**src/rtl/dma_irq_pkg.sv**
```systemverilog
package dma_irq_pkg;

  typedef enum logic {
    XM_MULTI = 1'b0,
    XM_CIRC  = 1'b1
  } xfer_mode_e;

  // Counter transitions seen on the current accepted element
  typedef struct packed {
    logic half;
    logic full;
    logic eof;
    logic eob;
  } xfer_evt_t;

endpackage

```
**src/rtl/dma_req_gate.sv**
```systemverilog
module dma_req_gate #(
  parameter int SEL_W = 4,
  parameter int NUM_EVT = 1 << SEL_W,
  parameter logic [NUM_EVT-1:0] RSVD_MASK = '0
) (
  input  logic             clk,
  input  logic             rst,
  input  logic             busy_i,
  input  logic             xfer_done_i,
  input  logic [SEL_W-1:0] sync_sel_i,
  input  logic [NUM_EVT-1:0] evt_i,
  output logic             req_o
);

  logic sel_evt;
  logic evt_d;
  logic grant_q;
  logic unsync;
  logic rise;
  logic sel_rsvd;

  assign unsync   = (sync_sel_i == '0);
  assign sel_rsvd = RSVD_MASK[sync_sel_i];

  always_comb begin
    if (unsync || sel_rsvd) sel_evt = 1'b0;
    else                    sel_evt = evt_i[sync_sel_i];
  end

  assign rise = sel_evt & ~evt_d;

  always_ff @(posedge clk) begin
    if (rst) begin
      evt_d   <= 1'b0;
      grant_q <= 1'b0;
    end else begin
      evt_d <= sel_evt;
      if (!busy_i || xfer_done_i) grant_q <= 1'b0;
      else if (rise)              grant_q <= 1'b1;
    end
  end

  assign req_o = busy_i & (unsync | grant_q);

  AST_IDLE_NO_REQ: assert property (@(posedge clk) disable iff (rst)
    !busy_i |-> !req_o);

  AST_RSVD_NO_GRANT: assert property (@(posedge clk) disable iff (rst)
    ($past(sel_rsvd) && !$past(grant_q)) |-> !grant_q);

endmodule

```
**src/rtl/dma_xfer_track.sv**
```systemverilog
module dma_xfer_track
  import dma_irq_pkg::*;
#(
  parameter int CNT_W = 16,
  parameter int FRM_W = 8
) (
  input  logic             clk,
  input  logic             rst,
  input  logic             start_i,
  input  logic             xfer_done_i,
  input  logic             circ_mode_i,
  input  logic [CNT_W-1:0] elem_cnt_i,
  input  logic [FRM_W-1:0] frame_cnt_i,
  input  logic [CNT_W-1:0] buf_len_i,
  output logic             busy_o,
  output logic             done_o,
  output logic             circ_o,
  output xfer_evt_t        evt_o
);

  localparam logic [CNT_W-1:0] ONE = CNT_W'(1);

  xfer_mode_e       mode_q;
  logic             busy_q;
  logic             done_q;
  logic [CNT_W-1:0] elem_q;
  logic [CNT_W-1:0] elem_ld_q;
  logic [FRM_W-1:0] frame_q;
  logic [CNT_W-1:0] len_q;
  logic [CNT_W-1:0] pos_q;
  logic [CNT_W-1:0] pos_nx;
  logic             acc;
  logic             circ;

  assign circ   = (mode_q == XM_CIRC);
  assign acc    = busy_q & xfer_done_i & ~start_i;
  assign pos_nx = pos_q + ONE;

  always_comb begin
    evt_o      = '0;
    evt_o.full = acc & circ & (pos_nx == len_q);
    evt_o.half = acc & circ & (pos_nx == (len_q >> 1));
    evt_o.eof  = acc & ~circ & (elem_q == ONE);
    evt_o.eob  = acc & ~circ & (elem_q == ONE) & (frame_q == '0);
  end

  always_ff @(posedge clk) begin
    if (rst) begin
      mode_q    <= XM_MULTI;
      busy_q    <= 1'b0;
      done_q    <= 1'b0;
      elem_q    <= '0;
      elem_ld_q <= '0;
      frame_q   <= '0;
      len_q     <= '0;
      pos_q     <= '0;
    end else if (start_i) begin
      mode_q    <= xfer_mode_e'(circ_mode_i);
      busy_q    <= 1'b1;
      done_q    <= 1'b0;
      elem_q    <= elem_cnt_i;
      elem_ld_q <= elem_cnt_i;
      frame_q   <= frame_cnt_i;
      len_q     <= buf_len_i;
      pos_q     <= '0;
    end else if (acc) begin
      if (circ) begin
        pos_q <= evt_o.full ? '0 : pos_nx;
      end else if (evt_o.eob) begin
        busy_q <= 1'b0;
        done_q <= 1'b1;
        elem_q <= '0;
      end else if (evt_o.eof) begin
        frame_q <= frame_q - 1'b1;
        elem_q  <= elem_ld_q;
      end else begin
        elem_q <= elem_q - ONE;
      end
    end
  end

  assign busy_o = busy_q;
  assign done_o = done_q;
  assign circ_o = circ;

  AST_CIRC_STAYS_BUSY: assert property (@(posedge clk) disable iff (rst)
    (busy_q && circ) |=> busy_q);

  AST_DONE_NOT_BUSY: assert property (@(posedge clk) disable iff (rst)
    !(busy_q && done_q));

  AST_IDLE_FROZEN: assert property (@(posedge clk) disable iff (rst)
    (!busy_q && !start_i) |=> (!busy_q && $stable(done_q)));

endmodule

```
**src/rtl/dma_irq_decode.sv**
```systemverilog
module dma_irq_decode
  import dma_irq_pkg::*;
(
  input  logic      clk,
  input  logic      rst,
  input  logic      irq_en_i,
  input  logic      irq_mode_i,
  input  logic      circ_i,
  input  xfer_evt_t evt_i,
  output logic      irq_o
);

  logic hit;
  logic irq_q;

  always_comb begin
    if (circ_i) hit = evt_i.full | (irq_mode_i & evt_i.half);
    else        hit = evt_i.eob  | (irq_mode_i & evt_i.eof);
  end

  always_ff @(posedge clk) begin
    if (rst) irq_q <= 1'b0;
    else     irq_q <= irq_en_i & hit;
  end

  assign irq_o = irq_q;

  AST_IRQ_NEEDS_EN: assert property (@(posedge clk) disable iff (rst)
    irq_q |-> $past(irq_en_i));

  AST_IRQ_HAS_CAUSE: assert property (@(posedge clk) disable iff (rst)
    irq_q |-> ($past(evt_i.full) || $past(evt_i.half) || $past(evt_i.eof)));

endmodule

```
**src/rtl/dma_irq_gen.sv**
```systemverilog
module dma_irq_gen
  import dma_irq_pkg::*;
#(
  parameter int CNT_W = 16,
  parameter int FRM_W = 8,
  parameter int SEL_W = 4,
  parameter int NUM_EVT = 1 << SEL_W,
  parameter logic [NUM_EVT-1:0] RSVD_MASK = NUM_EVT'(16'h1F00)
) (
  input  logic               clk,
  input  logic               rst,
  input  logic               start_i,
  input  logic               xfer_done_i,
  input  logic               circ_mode_i,
  input  logic               irq_en_i,
  input  logic               irq_mode_i,
  input  logic [CNT_W-1:0]   elem_cnt_i,
  input  logic [FRM_W-1:0]   frame_cnt_i,
  input  logic [CNT_W-1:0]   buf_len_i,
  input  logic [SEL_W-1:0]   sync_sel_i,
  input  logic [NUM_EVT-1:0] evt_i,
  output logic               irq_o,
  output logic               req_o,
  output logic               busy_o,
  output logic               done_o
);

  xfer_evt_t evt;
  logic      busy;
  logic      circ;

  dma_xfer_track #(.CNT_W(CNT_W), .FRM_W(FRM_W)) u_track (
    .clk         (clk),
    .rst         (rst),
    .start_i     (start_i),
    .xfer_done_i (xfer_done_i),
    .circ_mode_i (circ_mode_i),
    .elem_cnt_i  (elem_cnt_i),
    .frame_cnt_i (frame_cnt_i),
    .buf_len_i   (buf_len_i),
    .busy_o      (busy),
    .done_o      (done_o),
    .circ_o      (circ),
    .evt_o       (evt)
  );

  dma_irq_decode u_irq (
    .clk        (clk),
    .rst        (rst),
    .irq_en_i   (irq_en_i),
    .irq_mode_i (irq_mode_i),
    .circ_i     (circ),
    .evt_i      (evt),
    .irq_o      (irq_o)
  );

  dma_req_gate #(.SEL_W(SEL_W), .NUM_EVT(NUM_EVT), .RSVD_MASK(RSVD_MASK)) u_gate (
    .clk         (clk),
    .rst         (rst),
    .busy_i      (busy),
    .xfer_done_i (xfer_done_i),
    .sync_sel_i  (sync_sel_i),
    .evt_i       (evt_i),
    .req_o       (req_o)
  );

  assign busy_o = busy;

  AST_RESET_QUIET: assert property (@(posedge clk)
    $past(rst) |-> (!irq_o && !req_o && !busy_o && !done_o));

endmodule

```
**config.mk**
```make
export PLATFORM = sky130hd
export DESIGN_NAME = dma_irq_gen
export DESIGN_NICKNAME = d
export VERILOG_FILES = /design/src/rtl/dma_irq_pkg.sv /design/src/rtl/dma_req_gate.sv /design/src/rtl/dma_xfer_track.sv /design/src/rtl/dma_irq_decode.sv /design/src/rtl/dma_irq_gen.sv
export SDC_FILE = /design/constraint.sdc
export NUM_CORES = 1
export LEC_CHECK = 0
export BUFFER_PORTS_ARGS = -buffer_cell sky130_fd_sc_hd__buf_2
export CAP_MARGIN = 10
export CORE_ASPECT_RATIO = 0.8
export CORE_MARGIN = 3
export CORE_UTILIZATION = 51
export CTS_BUF_LIST = sky130_fd_sc_hd__clkbuf_8
export DETAILED_ROUTE_END_ITERATION = 8
export PLACE_DENSITY = 0.82
export REMOVE_ABC_BUFFERS = 1
export SLEW_MARGIN = 20
export SYNTH_ARGS = -nofsm -noshare
export SYNTH_HDL_FRONTEND = slang
export SYNTH_HIERARCHICAL = 1
export SYNTH_SLANG_ARGS = --single-unit
```
**constraint.sdc**
```tcl
create_clock -name clk -period 2.8 [get_ports clk]
set_input_delay 0.14 -clock clk [delete_from_list [all_inputs] [get_ports clk]]
set_output_delay 0.14 -clock clk [all_outputs]
set_load 0.05 [all_outputs]
```
==> results.json <==
{
  "finClkSkew_ns": 0.01287,
  "drc": 0,
  "grt_use_total": 0.2353,
  "synthCells": 579,
  "postSynthAreaPerCell_um2": 8.352,
  "cts_sinks": 78,
  "h-tree-depth": 3,
  "stdcell_count": 758,
  "seqPwrFrac": 0.491,
  "p_comb_frac": 0.166,
  "status": "completed",
  "root_buffer": "clkbuf_8",
  "vias": 4423,
  "async_flop_share": 0,
  "post-route-period-util": 0.9286,
  "switching_share": 0.2822,
  "p_clk_frac": 0.343,
  "cts_buffers": 9,
  "fmax_mhz": 384.6,
  "p_sw_w": 0.0007042,
  "critical_path_class": "reg2reg",
  "ys_ff_latch": 78,
  "place_area_um2": 5255,
  "grt_max_degree": 69,
  "synth-warning-count": 6,
  "tightestPinTransition_ns": 1.028,
  "ir_worst_vdd_v": 0.0003267,
  "firstDrtPassIters": 5,
  "fin_util": 0.6054,
  "synth_top_cell_area_share": 0.3229,
  "routedWlPerCell_um": 16.48,
  "final_max_slew_viol_count": 0,
  "num-nets-final": 710,
  "hpwl_um": 9023,
  "area_growth_syn_to_layout_pct": 14.59,
  "intPower_w": 0.001792,
  "drv_cap": 0,
  "total_power_w": 0.002496,
  "syn_area_um2": 4836,
  "relSlewSlack": 0.3121,
  "clk_path_buf_depth": 2,
  "cts_tree": "done",
  "start_util": 0.5283,
  "multi_input_area_um2": 3059,
  "p_leak_nw": 2.212,
  "layout_min_cycle_time_ns": 2.600,
  "die_area_um2": 10690,
  "drt_iter0_markers": 371,
  "layout-drive-gt1-share": 0.1991,
  "min_path_type": "in2reg",
  "worstPathRequired_ns": 3.10,
  "wirelength_um": 12490,
  "ios": 71,
  "fillers": 800,
  "grt_pass1_wl_um": 20160,
  "synth_edf_count": 0,
  "rows": 31,
  "antenna_left": 0,
  "synth_top_area_cell": "dfxtp_1",
  "hold_viol": 0,
  "cp-start-kind": "flip-flop",
  "clkTransAtPathRegs_ns": 0.08,
  "setup_viol": 0,
  "overflow": 0,
  "clkLatencyLatePin_ns": 0.37,
  "worstPathArrival_ns": 2.90,
  "grt_pass1_vias": 4209,
  "synth_commonest_cells": "dfxtp_1, nor2_1, nand2_1",
  "yosysMostFrequentCell": "dfxtp_1",
  "setup_tns_ns": 0,
  "dieHeight_um": 93.10,
  "p_per_area_nw_per_um2": 450.4,
  "core_area_um2": 9154,
  "diodes": 0,
  "setup.worst_path.end_class": "flip-flop",
  "post-place-cells": 736,
  "rsz0062_at_grt": "no",
  "regArea_um2": 1565,
  "synth_cell_type_count": 74,
  "path_max_fanout": 17,
  "die_w_um": 114.9,
  "place.gp.congestion": 0.9123,
  "antenna_found_initial": 0,
  "via_per_inst": 5.835,
  "synth_flop_cell": "dfxtp_1",
  "ys_seq_area_frac": 0.3229,
  "final_cell_area_um2": 5542,
  "ys_top_cells_by_area": "dfxtp_1, mux2i_1, xnor2_1",
  "place.port_buffers": 64
}
## final timing paths
| kind | from | to | slack (ns) | cells past startpoint |
|---|---|---|---|---|
| worst min register to register | u_track/elem_ld_q[7] | u_track/elem_ld_q[7] | 0.47 | 2 |
| worst max register to register | u_track/circ_o | u_track/elem_q[0] | 0.20 | 7 |
| worst max-delay path | u_track/circ_o | u_track/elem_q[0] | 0.20 | 7 |
| worst min-delay path | buf_len_i[11] | u_track/len_q[11] | 0.008 | 3 |
## per-layer routing
metal | up-vias | global-route usage | part of all wire
met3 | 25 | 0.05821 | 0.061
met1 | 2048 | 0.3003 | 0.43
met5 | - | 0 | 0
li1 | 2188 | - | -
met2 | 162 | 0.3935 | 0.48
met4 | 0 | 0.06843 | 0.021
## power by group through the flow
| stage | registers [W] | clock network [W] | logic (W) |
|---|---|---|---|
| global route | 0.00123 | 0.000918 | 0.000458 |
| global placement | 0.00125 | 0 | 0.000387 |
| detailed placement | 0.00125 | 0 | 0.000403 |
| floorplan | 0.00124 | 0 | 0.000262 |
| finish | 0.00123 | 0.000856 | 0.000414 |
| CTS | 0.00122 | 0.000874 | 0.000412 |
## worst max-delay path, stage by stage, from the launching register on
cell      delay (ns)
dfxtp_1         0.51
and4bb_2        0.34
and3b_1         0.22
nand3_4         0.23
nor2_2          0.11
nor2b_1         0.72
o211ai_1        0.20
a31oi_1         0.19
## metrics by stage
step	setup slack (ns)	hold slack (ns)
6_report	0.1998	0.007751
5_1_grt	0.07155	0.01281
4_1_cts	0.1547	0.0009001
3_5_place_dp	0.1627	0.3848
3_3_place_gp	0.2049	0.3732
2_1_floorplan	0.3128	0.2091
## logic make-up after synthesis
logic type                 count (synthesis)  synth area share
and+or+nand+nor                          248            0.2761
AOI/OAI and AO/OA                         89            0.1335
DFF                                       78            0.3229
xor gates and xnor gates                  68            0.1288
buffers and inverters                     55           0.04812
muxes                                     37           0.08021
adders and majority gates                  4           0.01035
## timing repair
action / in CTS / in global routing
setup buffers: 0 / 1
endpoints found under the setup margin: 0 / 15
resized for setup: 0 / 7
hold endpoints to repair: 6 / 0
hold buffers: 6 / 0
## registers in the layout (all words and copies together), names as in the netlist
name and count:
u_track/busy_o 1, u_track/pos_q 16, u_gate/grant_q 1, u_gate/evt_d 1
u_track/frame_q 8, u_track/len_q 16, u_irq/irq_o 1, u_track/elem_ld_q 16
u_track/circ_o 1, u_track/elem_q 16, u_track/done_o 1
## layout by cell type (no fill, tap or decap), drive strengths merged, types with 10 or more instances in the layout
cell / count
nor2b: 11
buf: 82
nand2: 43
mux2i: 35
nand3: 23
xnor2: 36
dfxtp: 78
nor3: 32
nor2: 78
clkbuf: 10
a21oi: 15
o21ai: 19
xor2: 30
inv: 16
## final cells by class
class                           instances  area share
Tap cell                              115     0.02597
Timing Repair Buffer                   88     0.09302
Inverter                               16     0.01084
Clock inverter                          5     0.01084
Sequential cell                        78      0.2825
Multi-Input combinational cell        446      0.5520
Clock buffer                           10     0.02484
No activity file was read; power rests on OpenSTA's default activity.
